$ cat config.mk
export PLATFORM = sky130hd
export DESIGN_NAME = msg_recover
export DESIGN_NICKNAME = d
export VERILOG_FILES = /design/src/rtl/msgrec_pkg.sv /design/src/rtl/msgrec_modsub.sv /design/src/rtl/msgrec_compress1.sv /design/src/rtl/msgrec_sub_pass.sv /design/src/rtl/msgrec_enc_pass.sv /design/src/rtl/msg_recover.sv
export SDC_FILE = /design/constraint.sdc
export NUM_CORES = 1
export LEC_CHECK = 0
export BUFFER_PORTS_ARGS = -buffer_cell sky130_fd_sc_hd__buf_2
export CORE_UTILIZATION = 54
export CTS_BUF_LIST = sky130_fd_sc_hd__clkbuf_16
export DETAILED_ROUTE_END_ITERATION = 8
export HOLD_SLACK_MARGIN = 0.02
export PLACE_DENSITY = 0.86
export SETUP_SLACK_MARGIN = 0.4
export SLEW_MARGIN = 0
export SYNTH_ARGS = -nofsm -noshare
export SYNTH_HDL_FRONTEND = slang
export SYNTH_SLANG_ARGS = --single-unit
$ cat constraint.sdc
create_clock -name clk -period 3.4 [get_ports clk]
set_input_delay 0.51 -clock clk [delete_from_list [all_inputs] [get_ports clk]]
set_output_delay 0.51 -clock clk [all_outputs]
set_load 0.01 [all_outputs]
$ cat src/rtl/msgrec_pkg.sv
// Package: shared state encoding for the message recovery unit.
// Assumes nothing beyond being compiled before the modules that import it.
package msgrec_pkg;

    typedef enum logic [2:0] {
        MR_IDLE  = 3'd0,
        MR_SUB   = 3'd1,
        MR_DRAIN = 3'd2,
        MR_ENC   = 3'd3,
        MR_DONE  = 3'd4
    } mr_state_e;

endpackage

$ cat src/rtl/msgrec_modsub.sv
// Module: msgrec_modsub
// Combinational modular difference w = a - b mod MODQ. The subtract is one bit
// wider than the operands; a set top bit means a borrow, and MODQ is added back.
// Assumes both operands are already reduced into 0..MODQ-1, so one correction
// is enough and no further reduction follows.
module msgrec_modsub #(
    parameter int CW   = 12,
    parameter int MODQ = 3329
) (
    input  logic [CW-1:0] a_i,
    input  logic [CW-1:0] b_i,
    output logic [CW-1:0] w_o
);

    logic [CW:0]   diff;
    logic [CW-1:0] low;

    // Wide difference; the top bit flags a borrow.
    always_comb begin
        diff = {1'b0, a_i} - {1'b0, b_i};
        low  = diff[CW-1:0];
    end

    // Borrow correction: add the modulus back when the difference went negative.
    always_comb begin
        if (diff[CW]) w_o = low + CW'(MODQ);
        else          w_o = low;
    end

endmodule

$ cat src/rtl/msgrec_compress1.sv
// Module: msgrec_compress1
// One-bit compressor: the output is 1 when the coefficient lies above a quarter
// of the modulus and at or below three quarters of it, and 0 otherwise.
// Assumes the input is reduced into 0..MODQ-1.
module msgrec_compress1 #(
    parameter int CW   = 12,
    parameter int MODQ = 3329
) (
    input  logic [CW-1:0] x_i,
    output logic          bit_o
);

    localparam int LO_BOUND = MODQ / 4;
    localparam int HI_BOUND = (3 * MODQ) / 4;

    // Window test against the fixed bounds.
    always_comb begin
        bit_o = (x_i > CW'(LO_BOUND)) && (x_i <= CW'(HI_BOUND));
    end

endmodule

$ cat src/rtl/msgrec_sub_pass.sv
// Module: msgrec_sub_pass
// Index sequencer for the subtract pass. It presents one index per cycle to both
// memories. Because read data returns one cycle later, it registers a valid flag
// and the index, so the write lands in the following cycle.
// Assumes run is held for exactly N_COEF cycles per pass by the controller.
module msgrec_sub_pass #(
    parameter int N_COEF = 256,
    parameter int AW     = 8
) (
    input  logic          clk,
    input  logic          rst_n,
    input  logic          arm_i,
    input  logic          run_i,
    output logic [AW-1:0] rd_addr_o,
    output logic          last_o,
    output logic          wr_en_o,
    output logic [AW-1:0] wr_addr_o
);

    logic [AW-1:0] idx_q;
    logic          vld_q;
    logic [AW-1:0] widx_q;

    // Read index: cleared on arm, advanced once per running cycle.
    always_ff @(posedge clk) begin
        if (!rst_n)          idx_q <= '0;
        else if (arm_i)      idx_q <= '0;
        else if (run_i) begin
            if (idx_q == AW'(N_COEF - 1)) idx_q <= '0;
            else                          idx_q <= idx_q + 1'b1;
        end
    end

    // Write-side pipeline: valid and index trail the read by one cycle.
    always_ff @(posedge clk) begin
        if (!rst_n) begin
            vld_q  <= 1'b0;
            widx_q <= '0;
        end else begin
            vld_q  <= run_i;
            widx_q <= idx_q;
        end
    end

    assign rd_addr_o = idx_q;
    assign last_o    = run_i && (idx_q == AW'(N_COEF - 1));
    assign wr_en_o   = vld_q;
    assign wr_addr_o = widx_q;

endmodule

$ cat src/rtl/msgrec_enc_pass.sv
// Module: msgrec_enc_pass
// Encode pass: two cycles per coefficient. In the first it presents the address;
// in the second it takes the returned word, compresses it and sets its message bit.
// Assumes the memory returns data one cycle after the address, and that
// arm is asserted the cycle before run begins.
module msgrec_enc_pass #(
    parameter int N_COEF = 256,
    parameter int AW     = 8,
    parameter int CW     = 12,
    parameter int MODQ   = 3329
) (
    input  logic              clk,
    input  logic              rst_n,
    input  logic              arm_i,
    input  logic              run_i,
    input  logic [CW-1:0]     rd_data_i,
    output logic [AW-1:0]     rd_addr_o,
    output logic              fin_o,
    output logic [N_COEF-1:0] msg_o
);

    logic [AW-1:0]     idx_q;
    logic              ph_q;
    logic              cbit;
    logic [N_COEF-1:0] msg_q;

    msgrec_compress1 #(.CW(CW), .MODQ(MODQ)) u_cmp (
        .x_i   (rd_data_i),
        .bit_o (cbit)
    );

    // Index and phase: cleared when armed, stepped while running.
    always_ff @(posedge clk) begin
        if (!rst_n) begin
            idx_q <= '0;
            ph_q  <= 1'b0;
        end else if (arm_i) begin
            idx_q <= '0;
            ph_q  <= 1'b0;
        end else if (run_i) begin
            ph_q <= ~ph_q;
            if (ph_q) idx_q <= idx_q + 1'b1;
        end
    end

    // Message register: cleared on reset, one bit set per capture phase.
    always_ff @(posedge clk) begin
        if (!rst_n)              msg_q <= '0;
        else if (run_i && ph_q)  msg_q[idx_q] <= cbit;
    end

    assign rd_addr_o = idx_q;
    assign fin_o     = run_i && ph_q && (idx_q == AW'(N_COEF - 1));
    assign msg_o     = msg_q;

    // the message only changes in a capture cycle.
    a_r5_msg_only_on_capture: assert property (@(posedge clk) disable iff (!rst_n)
        !(run_i && ph_q) |=> $stable(msg_o));

    // the address is held across the two cycles of a coefficient.
    a_r6_addr_held_two_cycles: assert property (@(posedge clk) disable iff (!rst_n)
        (run_i && !ph_q && !arm_i) |=> (rd_addr_o == $past(rd_addr_o)));

endmodule

$ cat src/rtl/msg_recover.sv
// Module: msg_recover (top)
// Computes w = v - p mod MODQ over N_COEF coefficients and writes w in place over p.
// It then compresses each w to one bit and packs the bits into msg, LSB first.
// Assumes synchronous one-cycle-latency memories and inputs reduced into 0..MODQ-1.
module msg_recover
    import msgrec_pkg::*;
#(
    parameter int N_COEF = 256,
    parameter int MODQ   = 3329,
    parameter int CW     = 12,
    localparam int AW    = $clog2(N_COEF)
) (
    input  logic              clk,
    input  logic              rst_n,
    input  logic              start,
    output logic [AW-1:0]     v_rd_addr,
    input  logic [CW-1:0]     v_rd_data,
    output logic [AW-1:0]     p_rd_addr,
    input  logic [CW-1:0]     p_rd_data,
    output logic              p_wr_en,
    output logic [AW-1:0]     p_wr_addr,
    output logic [CW-1:0]     p_wr_data,
    output logic [N_COEF-1:0] msg,
    output logic              done
);

    mr_state_e     st_q, st_d;
    logic          sub_arm, sub_run, sub_last;
    logic          enc_arm, enc_run, enc_fin;
    logic [AW-1:0] sub_addr, enc_addr;

    // Pass sequencing: idle/done -> subtract -> drain -> encode -> done.
    always_comb begin
        st_d = st_q;
        case (st_q)
            MR_IDLE:  if (start)    st_d = MR_SUB;
            MR_SUB:   if (sub_last) st_d = MR_DRAIN;
            MR_DRAIN:               st_d = MR_ENC;
            MR_ENC:   if (enc_fin)  st_d = MR_DONE;
            MR_DONE:  if (start)    st_d = MR_SUB;
            default:                st_d = MR_IDLE;
        endcase
    end

    // State register with synchronous reset.
    always_ff @(posedge clk) begin
        if (!rst_n) st_q <= MR_IDLE;
        else        st_q <= st_d;
    end

    assign sub_arm = start && ((st_q == MR_IDLE) || (st_q == MR_DONE));
    assign sub_run = (st_q == MR_SUB);
    assign enc_arm = (st_q == MR_DRAIN);
    assign enc_run = (st_q == MR_ENC);

    msgrec_sub_pass #(.N_COEF(N_COEF), .AW(AW)) u_sub (
        .clk       (clk),
        .rst_n     (rst_n),
        .arm_i     (sub_arm),
        .run_i     (sub_run),
        .rd_addr_o (sub_addr),
        .last_o    (sub_last),
        .wr_en_o   (p_wr_en),
        .wr_addr_o (p_wr_addr)
    );

    msgrec_modsub #(.CW(CW), .MODQ(MODQ)) u_diff (
        .a_i (v_rd_data),
        .b_i (p_rd_data),
        .w_o (p_wr_data)
    );

    msgrec_enc_pass #(.N_COEF(N_COEF), .AW(AW), .CW(CW), .MODQ(MODQ)) u_enc (
        .clk       (clk),
        .rst_n     (rst_n),
        .arm_i     (enc_arm),
        .run_i     (enc_run),
        .rd_data_i (p_rd_data),
        .rd_addr_o (enc_addr),
        .fin_o     (enc_fin),
        .msg_o     (msg)
    );

    // Address steering: the encode pass owns the p read port while it runs.
    always_comb begin
        v_rd_addr = sub_addr;
        p_rd_addr = enc_run ? enc_addr : sub_addr;
    end

    assign done = (st_q == MR_DONE);

    // every written value is reduced below the modulus.
    a_r1_wr_reduced: assert property (@(posedge clk) disable iff (!rst_n)
        p_wr_en |-> (p_wr_data < CW'(MODQ)));

    // back-to-back writes walk the p memory in ascending order.
    a_r3_wr_consecutive: assert property (@(posedge clk) disable iff (!rst_n)
        (p_wr_en && $past(p_wr_en)) |-> (p_wr_addr == $past(p_wr_addr) + 1'b1));

    // no write overlaps the encode pass.
    a_r6_no_wr_in_enc: assert property (@(posedge clk) disable iff (!rst_n)
        enc_run |-> !p_wr_en);

    // done holds until a new start arrives.
    a_r7_done_holds: assert property (@(posedge clk) disable iff (!rst_n)
        (done && !start) |=> done);

    // start during the subtract pass does not disturb it.
    a_r8_busy_start_ignored: assert property (@(posedge clk) disable iff (!rst_n)
        (sub_run && start && !sub_last) |=> (st_q == MR_SUB));

endmodule

# Word level (Yosys, flattened, before mapping)
# Cells that the tools add are included.
dict set report classes {
  n_addsub 4
  multipliers 0
  div 0
  n_lt_le_gt_ge 4
  n_eq_ne 9
  n_shift 0
  n_mux 10
  n_bitwise 2
  n_reduce_logical 13
}
# op count
set ops {}
lappend ops {{$bwmux 256} 1}
lappend ops {{$add 8x1->8 const B} 2}
lappend ops {{$eq 8x8->1 const B} 2}
lappend ops {{$mux 8} 2}
lappend ops {{$sub 12x12->13} 1}
lappend ops {{$add 12x12->12 const B} 1}
lappend ops {{$gt 12x10->1 const B} 1}
lappend ops {{$le 12x12->1 const B} 1}
lappend ops {{$mux 12} 1}
lappend ops {{$pmux 3 s4} 1}
lappend ops {{$lt 8x9->1 const B} 1}
lappend ops {{$mux 3} 3}
lappend ops {{$demux 1 s8} 1}
lappend ops {{$ge 8x1->1 const B} 1}
lappend ops {{$eq 3x2->1 const B} 2}
lappend ops {{$logic_and 1x1->1} 6}
lappend ops {{$reduce_or 2->1} 3}
lappend ops {{$ne 2x1->1 const B} 2}
lappend ops {{$eq 3x1->1 const B} 1}
lappend ops {{$eq 3x3->1 const B} 1}
lappend ops {{$logic_not 3->1} 1}
lappend ops {{$reduce_and 3->1} 1}
lappend ops {{$ne 2x2->1 const B} 1}
lappend ops {{$not 1->1} 2}
lappend ops {{other kinds (3)} 3}
dict set report word_totals {
  reg_bits 285
  latchBits 0
  ram_bits 0
  mem_bits_ro 0
  inputBits 27
  output_inout_bits 294
  n_memories 0
}

# Depth between registers and ports, before layout
# Gate-level depths: netlist of run 1.
dict set report depth {
  depth_word 5
  depth_mapped 11
  mapped_depth_nobuf 11
}

# Hierarchy
# Synthesis of run 1 repeated with hierarchy kept, for this count alone.
dict set report hier_totals {
  cells_unflattened 1452
  area_unflattened_um2 13386.6
}
# mod n_inst cells_per_inst area_each_um2 seq_area_each_um2
set by_module_without_submodules {}
lappend by_module_without_submodules {msgrec_enc_pass 1 1245 11591.1 5305.1}
lappend by_module_without_submodules {msgrec_modsub 1 107 785.8 0.0}
lappend by_module_without_submodules {msgrec_sub_pass 1 62 625.6 340.3}
lappend by_module_without_submodules {msg_recover 1 27 294.0 60.1}
lappend by_module_without_submodules {msgrec_compress1 1 11 90.1 0.0}

# Worst setup path before layout of run 1
# No wires, ideal clock.
dict set report synth_timing {
  kind {input -> output}
  start {in v_rd_data[0]}
  end {out p_wr_data[4]}
  t_arrival_ns 2.551
  required_time_ns 2.890
  slack_ns 0.339
  stages 11
  path_buffers 0
  cell_sequence {inv_1 ha_1 inv_1 fa_1 a211oi_2 o211ai_1 and2_4 a211oi_4 and2_1 nand2_1 xnor2_1}
}
dict set report synth_via {
  elab_chain_len 3
}
# item line
set synth_rtl {}
lappend synth_rtl {{start, declared} msg_recover.sv:17} ;# input logic [CW-1:0] v_rd_data,
lappend synth_rtl {{$sub 12x12->13 *} msgrec_modsub.sv:20} ;# diff = {1'b0, a_i} - {1'b0, b_i};
lappend synth_rtl {{$add 12x12->12} msgrec_modsub.sv:26} ;# if (diff[CW]) w_o = low + CW'(MODQ);
lappend synth_rtl {{$mux 12 *} msgrec_modsub.sv:26}
lappend synth_rtl {{end, declared} msg_recover.sv:22} ;# output logic [CW-1:0] p_wr_data,
# Every way passes the cells marked *; elsewhere a longest branch is shown, timed or not.

# Final worst setup path of run 1
dict set report layout_timing {
  start {in v_rd_data[0]}
  end {out p_wr_data[11]}
}
# The elaborated chain is that of the path after synthesis.

==> summary.md, run 1 <==
| Metric | Value |
|---|---|
| Status | `completed` |
| Chip Width | `157 µm` |
| FMAX | `315 MHz` |
| Syn avg cell area | `8.62 µm²` |
| Drt first pass iters | `6` |
| Initial core utilization | `0.550` |
| Layout cells sized above 1 | `0.262` |
| Via density | `6.27` |
| Minimum clock period | `3.17 ns` |
| Fin nets | `between 1500 and 2000` |
| Synthesized area | `0.0129 mm²` |
| Measured slew at the worst slew-check pin | `1.00 ns` |
| Max cap viols | `0` |
| IO Pins | `321` |
| GP Congestion | `approximately 0.90` |
| CTS Buf Count | `29` |
| H-tree depth | `1` |
| GRT Resource Usage Total | `0.359` |
| Clock slew at reported path FFs | `approximately 0.060 ns` |
| PD cells | `459 mW/mm²` |
| CTS tree | `yes` |
| Worst EP arrival | `between 2 and 3 ns` |
| ANT cells | `0` |
| Net count after synthesis | `1544` |
| Ys Warns | `0` |
| Synth Register Bits | `around 290` |
| Synth area leader | `dfxtp_1` |
| Clk sinks | `285` |
| Unrepaired setup endpoints after global routing | `true` |
| Startpoint types | `input port` |
| Required time worst endpoint | `2.89 ns` |
| Worst setup EP type | `output pin` |
| Post-synthesis async set-or-reset flop share | `0` |
| Post-synthesis sequential area ratio | `0.442` |
| Top cell type's share of synthesized area | `0.442` |
| Initial antenna violation count | `0` |
| Root Buffer | `clkbuf_16` |
| Final WL | `44.7 mm` |
| Final slew viol count | `0` |
| Setup-failing EPs final | `0` |
| Final Hold Viols | `0` |
| Port buffer count | `320` |
| ANT nets after route | `0` |
| Crit share post-route | `0.934` |
| Number of synthesized flops with an enable pin | `0` |
| Crit-path max FO | `3` |
| Fillers | `1886` |
| VDD IR-drop max | `~330 µV` |
| Setup TNS | `0 ns` |
| Clock insertion delay at the later pin of the skew report | `between 0.5 and 0.6 ns` |
| Post-CTS Hold Fix Bufs | `0` |
| Post-route DRC | `0` |
| Placed inst area | `0.0147 mm²` |
| Clk buf depth | `3` |
| Leak | `6.41 nW` |
| First-pass GRT wire length | `68.3 mm` |
| Worst reg-to-reg path cell count | `5` |
| Cell Rows | `56` |
| Top FF cell, synth | `dfxtp_1` |
| Hold Path Depth | `3` |
| Vias in the first global route | `12300` |
| Largest net degree at the start of global routing | `142` |
| 1st-iter DRT viols | `roughly 1500` |
| Commonest non-fill, non-tap cell in the layout | `buf_2` |
| Area added between synthesis and finish | `22.4%` |
| Chip Height | `157 µm` |
| Hpwl dp | `29.2 mm` |
| Layout Skew | `0.0132 ns` |
| Pwr Total | `between 7 and 8 mW` |
| Total grt overflow | `0` |
| Drt wl/cell | `21.3 µm` |
| Worst Hold Launch | `start` |
| Area contributors post-synth | `dfxtp_1 (44%), a21boi_0 (11%), nand3_1 (11%)` |
| Worst Setup SP | `v_rd_data[0]` |
| Max transition margin | `0.328` |
| Crit Path Class | `in2out` |
| Vias after detailed routing | `13200` |
| Syn Inst Count | `1498` |
| Synth cell types | `57` |
| Most frequent cells in the layout | `buf_2 (316), dfxtp_1 (285), nand3_1 (277), o21ai_0 (259), a21boi_0 (192)` |
| Post-route cell area | `0.0158 mm²` |
| DIE AREA | `0.0245 mm²` |
| Hold slack | `around 0.31 ns` |
| Core box area | `0.0235 mm²` |
| Hold WC Path Type | `in2reg` |
| RR Startpoint | `st_q[1]` |
## report_power, final
group,switching (mW),leakage [nW],internal [mW]
logic,0.321,3.62,0.249
registers,0.00439,2.29,3.34
clock network,1.35,0.498,2.00
total,1.67,6.41,5.59
## what timing repair did
action / CTS / global route
setup buffers: 4 / 2
endpoints found under the hold margin: 0 / 0
setup endpoints to repair: 12 / 12
pin swaps: 12 / 4
resized for setup: 11 / 5
## per-layer routing
layer	vias up	part of all wire	global-route usage
met5	-	0	0
met4	0	0.045	0.173
met3	168	0.11	0.0731
met2	822	0.45	0.574
met1	6306	0.39	0.461
li1	5869	-	-
## synthesized netlist by cell type (3+ instances only)
master      n
o211ai_1    3
nor2_1     36
nand2_4     4
nor3_4      5
nand3_1   277
nor2_4      7
nand2b_1   10
buf_4       9
ha_1       18
nand4_1    10
and2_1     13
clkbuf_1   78
a21oi_1    14
nand2_1    39
inv_1      19
mux2_2      7
nor2_2      4
or3_1       3
nor2b_1    14
mux2i_1     4
xor2_1     13
dfxtp_1   285
nor3_1     13
xnor2_1    18
a21boi_1   63
a21boi_0  192
buf_2      43
o21ai_0   259
buf_6       3
## path summary, 6_finish.rpt
check,endpoint,slack (ns)
hold / removal,st_q[2],0.31
hold reg to reg,u_enc.msg_o[80],0.47
setup / recovery,p_wr_data[11],0.23
setup reg to reg,u_enc.msg_o[19],0.76
## stage by stage
stage | setup WS (ns) | instances | utilization
global placement | 0.0620 | 2040 | 0.627
finish | 0.225 | 2099 | 0.674
floorplan | 0.407 | 1498 | -
global route | 0.105 | 2099 | 0.674
detailed placement | 0.0634 | 2040 | 0.627
CTS | 0.240 | 2097 | 0.672
## area by class of cell
class / count / area, µm² / area share
timing repair buffer: 364 / 1990 / 0.126
clock buffer: 29 / 726 / 0.0459
sequential: 285 / 5710 / 0.361
tap: 319 / 399 / 0.0252
inverter: 19 / 73.8 / 0.00467
clock inverter: 24 / 262 / 0.0165
multi-input combinational: 1059 / 6650 / 0.421
## sequential cells by signal, indices dropped and copies added (netlist names)
signal and cells:
u_sub.wr_en_o 1, u_sub.wr_addr_o 8, u_enc.msg_o 256, u_enc.rd_addr_o 8, u_sub.rd_addr_o 8, st_q 3, u_enc.ph_q 1
## kinds of logic (layout without fill, tap and decap cells)
family          after synthesis  after routing  synth area share
mux                          11             11           0.00920
xor+xnor                     31             31            0.0210
compound gates              550            550             0.269
flops                       285            285             0.442
buf+inv                     154            436            0.0533
fa+ha+maj                    19             19            0.0190
simple gates                448            448             0.187
## critical path: stages
cell and delay (ns):
buf_6 0.10, inv_4 0.04, ha_4 0.12, inv_2 0.03
fa_2 0.37, a211oi_4 0.25, o211ai_1 0.16, and2_4 0.18
xor2_2 0.16, a41o_1 0.25, a211oi_2 0.21, xnor2_1 0.14
buf_2 0.15
(Power assumes the default switching activity.)
==> run 2: changes to the inputs <==
--- a/config.mk
+++ b/config.mk
@@ -10,9 +10,10 @@
 export CTS_BUF_LIST = sky130_fd_sc_hd__clkbuf_16
 export DETAILED_ROUTE_END_ITERATION = 8
 export HOLD_SLACK_MARGIN = 0.02
-export PLACE_DENSITY = 0.86
+export PLACE_DENSITY = 0.85
 export SETUP_SLACK_MARGIN = 0.4
 export SLEW_MARGIN = 0
 export SYNTH_ARGS = -nofsm -noshare
 export SYNTH_HDL_FRONTEND = slang
+export SYNTH_HIERARCHICAL = 1
 export SYNTH_SLANG_ARGS = --single-unit
==> run 2 against run 1 <==
  * First-iteration DRC count decreased by 46%
  * Combinational power decreased by 7.5%
  * Via count fell by 12%
  * Clock power down 14%
  * Sequential power hardly changed
  * Utilization fell by 1.7 points
  * Clock skew rose by 0.0033 ns
  * Critical endpoint unchanged
  * Final cell count shrank 3.0%
==> summary.md, run 2 <==
| Metric | Value |
|---|---|
| Post-Synth XOR/XNOR Area | `0.0183` |
| Required time worst endpoint | `2.89 ns` |
| Worst Setup SP | `v_rd_data[0]` |
| DIE AREA | `0.0254 mm²` |
| Synth area leader | `dfxtp_1` |
| Worst Hold Launch | `rst_n` |
| Post-synthesis async set-or-reset flop share | `0` |
| Final Hold Viols | `0` |
| Placed inst area | `0.0150 mm²` |
| Drt wl/cell | `between 15 and 20 µm` |
| Max cap viols | `0` |
| Main combinational cell family by area after synthesis | `simple AND/OR/NAND/NOR gates` |
| Drt first pass iters | `6` |
| Hpwl dp | `23.6 mm` |
| Setup-failing EPs final | `0` |
| Net count after synthesis | `1499` |
| GP Congestion | `0.856` |
| Synthesized area | `0.0134 mm²` |
| Vias after detailed routing | `11600` |
| Initial antenna violation count | `0` |
| Clk buf depth | `3` |
| Post-synthesis sequential area ratio | `0.426` |
| Startpoint types | `input port` |
| 1st-iter DRT viols | `808` |
| Fin nets | `1738` |
| Clock insertion delay at the later pin of the skew report | `0.55 ns` |
| Finished Core Util | `0.657` |
| Max transition margin | `0.286` |
| Flop2flop setup slack | `just over 1 ns` |
| Post-route DRC | `0` |
| Hold WC Path Type | `in2reg` |
| Final WL | `37.5 mm` |
| Leak | `8.18 nW` |
| Final slew viol count | `0` |
| Core box area | `approximately 0.024 mm²` |
| Syn avg cell area | `9.22 µm²` |
| Most frequent cells after synthesis | `dfxtp_1 (285), nand2_1 (277), mux2i_1 (258), nand3_1 (234), clkbuf_1 (77)` |
| Commonest non-fill, non-tap cell in the layout | `buf_2` |
| Top FF cell, synth | `dfxtp_1` |
| Fillers | `1967` |
| GRT Resource Usage Total | `0.282` |
| First-pass GRT wire length | `slightly below 60 mm` |
| Complex-gate fraction of the synthesized area | `0.0293` |
| Pwr Total | `6.74 mW` |
| Clock slew at reported path FFs | `0.06 ns` |
| Cell Rows | `57` |
| Adder-Cell Fraction of Synth Area | `0.0193` |
| Cell with the most instances after synthesis | `dfxtp_1` |
| Max reg flops | `256` |
| Total grt overflow | `0` |
| Top cell type's share of synthesized area | `0.426` |
| Chip Width | `159 µm` |
| Post-route cell area | `0.0160 mm²` |
| Layout cells sized above 1 | `0.284` |
| Via density | `5.71` |
| VDD IR-drop max | `approximately 400 µV` |
| ANT cells | `0` |
| Number of synthesized flops with an enable pin | `0` |
| Root Buffer | `clkbuf_16` |
| FMAX | `approximately 300 MHz` |
| Unrepaired setup endpoints after global routing | `true` |
| ANT nets after route | `0` |
| Syn Inst Count | `1452` |
| Layout Skew | `0.0165 ns` |
| Fraction of synthesized area in multiplexers | `0.202` |
| Measured slew at the worst slew-check pin | `approximately 1.1 ns` |
| H-tree depth | `1` |
| Simple logic cell fraction of the synthesized area | `0.238` |
| Crit share post-route | `0.966` |
| PD cells | `422 mW/mm²` |
| Ys Warns | `6` |
| Status | `completed` |
| Area contributors post-synth | `dfxtp_1 (43%), mux2i_1 (19%), nand3_1 (8.7%)` |
| Crit-path max FO | `4` |
| Vias in the first global route | `11200` |
| Synth cell types | `64` |
| Crit Path Class | `in2out` |
| Clk sinks | `between 200 and 300` |
| RR Startpoint | `u_enc/rd_addr_o[7]` |
| Chip Height | `159 µm` |
| Synth Register Bits | `285` |
| Port buffer count | `320` |
| Worst setup EP type | `output pin` |
| Most frequent cells in the layout | `buf_2 (318), dfxtp_1 (285), nand2_1 (276), mux2i_1 (258), nand3_1 (234)` |
| Worst EP arrival | `roughly 2.8 ns` |
| Largest net degree at the start of global routing | `145` |
| Initial core utilization | `0.550` |
| CTS Buf Count | `28` |
| IO Pins | `321` |
| Minimum clock period | `about 3.3 ns` |
| CTS tree | `yes` |
| Area added between synthesis and finish | `19.3%` |
run 2: path summary, 6_finish.rpt:
kind / endpoint / cells after the start
max: p_wr_data[11] / 14
min: st_q[0] / 2
max reg2reg: u_enc/msg_o[210] / 3
min reg2reg: u_enc/msg_o[88] / 2
run 2: power breakdown:
part           internal, mW  total [mW]  switching, mW
registers              3.34        3.35        0.00519
clock network          1.57        2.87           1.30
logic                 0.208       0.527          0.319
run 2: final cells by class:
class | count | area, µm² | share of cell area
repair buffers | 364 | 2010 | 0.126
clock inverters | 23 | 136 | 0.00854
clock buffers | 28 | 701 | 0.0439
inverters | 20 | 77.6 | 0.00486
flip-flops and latches | 285 | 5710 | 0.357
well taps | 324 | 405 | 0.0254
multi-input cells | 992 | 6940 | 0.434
run 2: timing repair:
item / in CTS / in global routing
pin swaps: 7 / 5
cloned: 0 / 0
hold buffers: 0 / 0
endpoints found under the setup margin: 12 / 12
buffers inserted: 3 / 5
resized for setup: 12 / 7
run 2: cell families after synthesis:
kind of cell | count (synthesis)
DFF | 285
buffers and inverters | 175
and+or+nand+nor | 624
muxes | 266
AOI/OAI and AO/OA | 54
adders and majority gates | 20
xor gates and xnor gates | 28
run 2: stage by stage:
stage               TNS [ns]  hold slack (ns)  worst slack, ns  instances
floorplan                  0            0.479            0.407       1452
global placement     -0.0151            0.441          -0.0151       1977
detailed placement   -0.0220            0.448          -0.0220       1977
CTS                        0            0.333            0.142       2031
global route         -0.0298            0.357          -0.0298       2036
finish                     0            0.352            0.114       2036
run 2: worst max-delay path: stages:
cell and delay, ns:
buf_6 0.10, inv_4 0.04, ha_4 0.14, inv_2 0.04
fa_2 0.34, a21o_1 0.21, a221oi_4 0.33, buf_6 0.16
xnor2_4 0.12, nand3_4 0.14, o31ai_4 0.24, a211oi_2 0.11
xnor2_1 0.15, buf_2 0.15
run 2: routing by layer:
| metal | GRT usage | routed length [µm] |
|---|---|---|
| met5 | 0 | 0 |
| met4 | 0.127 | 1440 |
| met3 | 0.0672 | 2940 |
| met2 | 0.472 | 17800 |
| met1 | 0.344 | 15300 |
==> run 3: changes to the inputs <==
--- a/config.mk
+++ b/config.mk
@@ -8,11 +8,12 @@
 export BUFFER_PORTS_ARGS = -buffer_cell sky130_fd_sc_hd__buf_2
 export CORE_UTILIZATION = 54
 export CTS_BUF_LIST = sky130_fd_sc_hd__clkbuf_16
+export CTS_CLUSTER_SIZE = 16
 export DETAILED_ROUTE_END_ITERATION = 8
 export HOLD_SLACK_MARGIN = 0.02
 export PLACE_DENSITY = 0.85
 export SETUP_SLACK_MARGIN = 0.4
-export SLEW_MARGIN = 0
+export SLEW_MARGIN = 5
 export SYNTH_ARGS = -nofsm -noshare
 export SYNTH_HDL_FRONTEND = slang
 export SYNTH_HIERARCHICAL = 1
==> constraint.sdc (replaced) <==
create_clock -name clk -period 3.4 [get_ports clk]
set_input_delay 0 -clock clk [delete_from_list [all_inputs] [get_ports clk]]
set_output_delay 0 -clock clk [all_outputs]
set_load 0.01 [all_outputs]
==> run 3 against run 2 <==
  * Critical path depth fell by 7
  * Fmax increased by 22%
  * Via count is essentially flat
  * Worst hold slack improved by 0.0015 ns
  * Clock skew shrank 0.00099 ns
  * Sequential power about the same
  * Clock power is 7.3% higher
  * Die area is the same
  * Cell area decreased by 0.58%
  * Largest power group unchanged
  * Largest cell class unchanged
==> summary.md, run 3 (synthesis gave the netlist of run 2 again) <==
| Metric | Value |
|---|---|
| Via density | `5.73` |
| Largest net degree at the start of global routing | `147` |
| Final slew viol count | `0` |
| Crit Path Class | `reg2reg` |
| Logic pwr share | `0.067` |
| Layout cells sized above 1 | `0.272` |
| Post-CTS sizing | `0` |
| Hold slack | `0.353 ns` |
| Drt wl/cell | `18.4 µm` |
| Clk sinks | `285` |
| Hpwl dp | `23.3 mm` |
| Crit share post-route | `0.790` |
| Total grt overflow | `0` |
| Minimum clock period | `2.69 ns` |
| Leak | `8.17 nW` |
| Crit-path max FO | `33` |
| Switch Pwr | `around 1.6 mW` |
| Root Buffer | `clkbuf_16` |
| Drt first pass iters | `5` |
| CP endpoint | `st_q[0]` |
| GRT Resource Usage Total | `0.281` |
| Worst reg-to-reg path cell count | `7` |
| Setup TNS | `0 ns` |
| Clk pwr share | `0.447` |
| 1st-iter DRT viols | `902` |
| Setup-failing EPs final | `0` |
| Fin nets | `roughly 1700` |
| Worst Setup SP | `u_enc/rd_addr_o[0]` |
| Cell Rows | `between 50 and 60` |
| Vias after detailed routing | `11600` |
| Status | `completed` |
| ANT cells | `0` |
| RR Startpoint | `u_enc/rd_addr_o[0]` |
| Worst setup EP type | `flop` |
| Max transition margin | `0.356` |
| Final WL | `37.3 mm` |
| Clock slew at reported path FFs | `0.06 ns` |
| PD cells | `434 mW/mm²` |
| VDD IR-drop max | `351 µV` |
| Required time worst endpoint | `about 3.8 ns` |
| Clk buf depth | `3` |
| First-pass GRT wire length | `58.8 mm` |
| Startpoint types | `flop` |
| Layout Skew | `between 0.015 and 0.02 ns` |
| Max cap viols | `0` |
| CTS tree | `yes` |
| Flop2flop setup slack | `around 0.7 ns` |
| Core box area | `approximately 0.024 mm²` |
| Flop pwr share | `0.486` |
| Switching part of the total | `0.234` |
| H-tree depth | `1` |
| Finished Core Util | `0.653` |
| Chip Width | `159 µm` |
| Placed insts | `1971` |
| Worst R2R End | `st_q[0]` |
| Commonest non-fill, non-tap cell in the layout | `buf_2` |
| Initial core utilization | `0.550` |
| GP Congestion | `roughly 0.97` |
| Unrepaired setup endpoints after global routing | `false` |
| FMAX | `372 MHz` |
| Area added between synthesis and finish | `18.6%` |
| IO Pins | `~320` |
| Measured slew at the worst slew-check pin | `roughly 0.97 ns` |
| Post-route DRC | `0` |
| Port buffer count | `320` |
| Max reg flops | `256` |
| Finished Layout Cells | `2028` |
| DIE AREA | `0.0254 mm²` |
| Chip Height | `159 µm` |
| Pint | `5.28 mW` |
| Clock insertion delay at the later pin of the skew report | `about 0.55 ns` |
| Most frequent cells in the layout | `buf_2 (319), dfxtp_1 (285), nand2_1 (276), mux2i_1 (258), nand3_1 (234)` |
| ANT nets after route | `0` |
| Pwr Total | `6.89 mW` |
| Vias in the first global route | `11400` |
| Initial antenna violation count | `0` |
| Final Hold Viols | `0` |
| Hold WC Path Type | `in2reg` |
| Worst EP arrival | `approximately 3.1 ns` |
| CTS Buf Count | `29` |
run 3: cell types whose count changed in the layout (fill, tap and decap cells not counted), moves of 2 or more:
cell	previous run	this run
buf_12	5	7
dlygate4sd3_1	0	3
clkinv_1	10	8
o31ai_4	2	0
bufinv_16	1	3
buf_4	38	23
buf_6	3	1
o31ai_1	3	5
inv_1	22	26
run 3: critical path, cell delays in order, from the launching register on:
cell	delay (ns)
dfxtp_1	0.48
ha_2	0.24
buf_4	0.37
and3_1	0.32
a21boi_0	0.14
and2b_2	0.22
o31a_1	0.26
dlygate4sd3_1	0.55
run 3: worst min-delay path by stage:
| stage | start | to | slack, ns | cells after the start |
|---|---|---|---|---|
| after floorplan | rst_n | st_q[0] | 0.13 | 1 |
| after global placement | rst_n | st_q[0] | 0.36 | 2 |
| after detailed placement | rst_n | st_q[0] | 0.37 | 2 |
| after CTS | p_rd_data[11] | u_enc/msg_o[247] | 0.33 | 5 |
| after global routing | p_rd_data[11] | u_enc/msg_o[127] | 0.39 | 5 |
| final | p_rd_data[11] | u_enc/msg_o[247] | 0.35 | 5 |
run 3: final cells by class:
class	instances	area, µm²
Inverter	20	75.1
Tap cell	324	405
Clock buffer	29	726
Multi-Input combinational cell	992	6830
Sequential cell	285	5710
Fill cell	1896	8440
Timing Repair Buffer	353	1950
Clock inverter	25	186
run 3: through the flow:
stage	worst slack (ns)	area, µm²
after floorplan	1.24	13400
after CTS	0.719	15900
final	0.714	15900
after detailed placement	0.954	14900
after global placement	1.01	14900
after global routing	0.580	15900
run 3: layer usage:
metal  vias to the layer above  track usage  share of wire
met3                       113       0.0641          0.077
met4                         0        0.129          0.037
met2                       502        0.490           0.49
met5                         -            0              0
li1                       5405            -              -
met1                      5591        0.326           0.40
run 3: repair_timing:
| action | 4_1_cts | 5_1_grt |
|---|---|---|
| hold buffers | 3 | 0 |
| buffers inserted | 0 | 0 |
| hold endpoints to repair | 34 | 0 |
run 3: power groups by stage:
stage                     Sequential, mW  Clock (mW)  Combinational, mW
after floorplan                     3.42           0              0.314
after global placement              3.42           0              0.447
after detailed placement            3.42           0              0.453
after CTS                           3.35        3.12              0.458
after global routing                3.35        3.26              0.499
final                               3.35        3.08              0.465
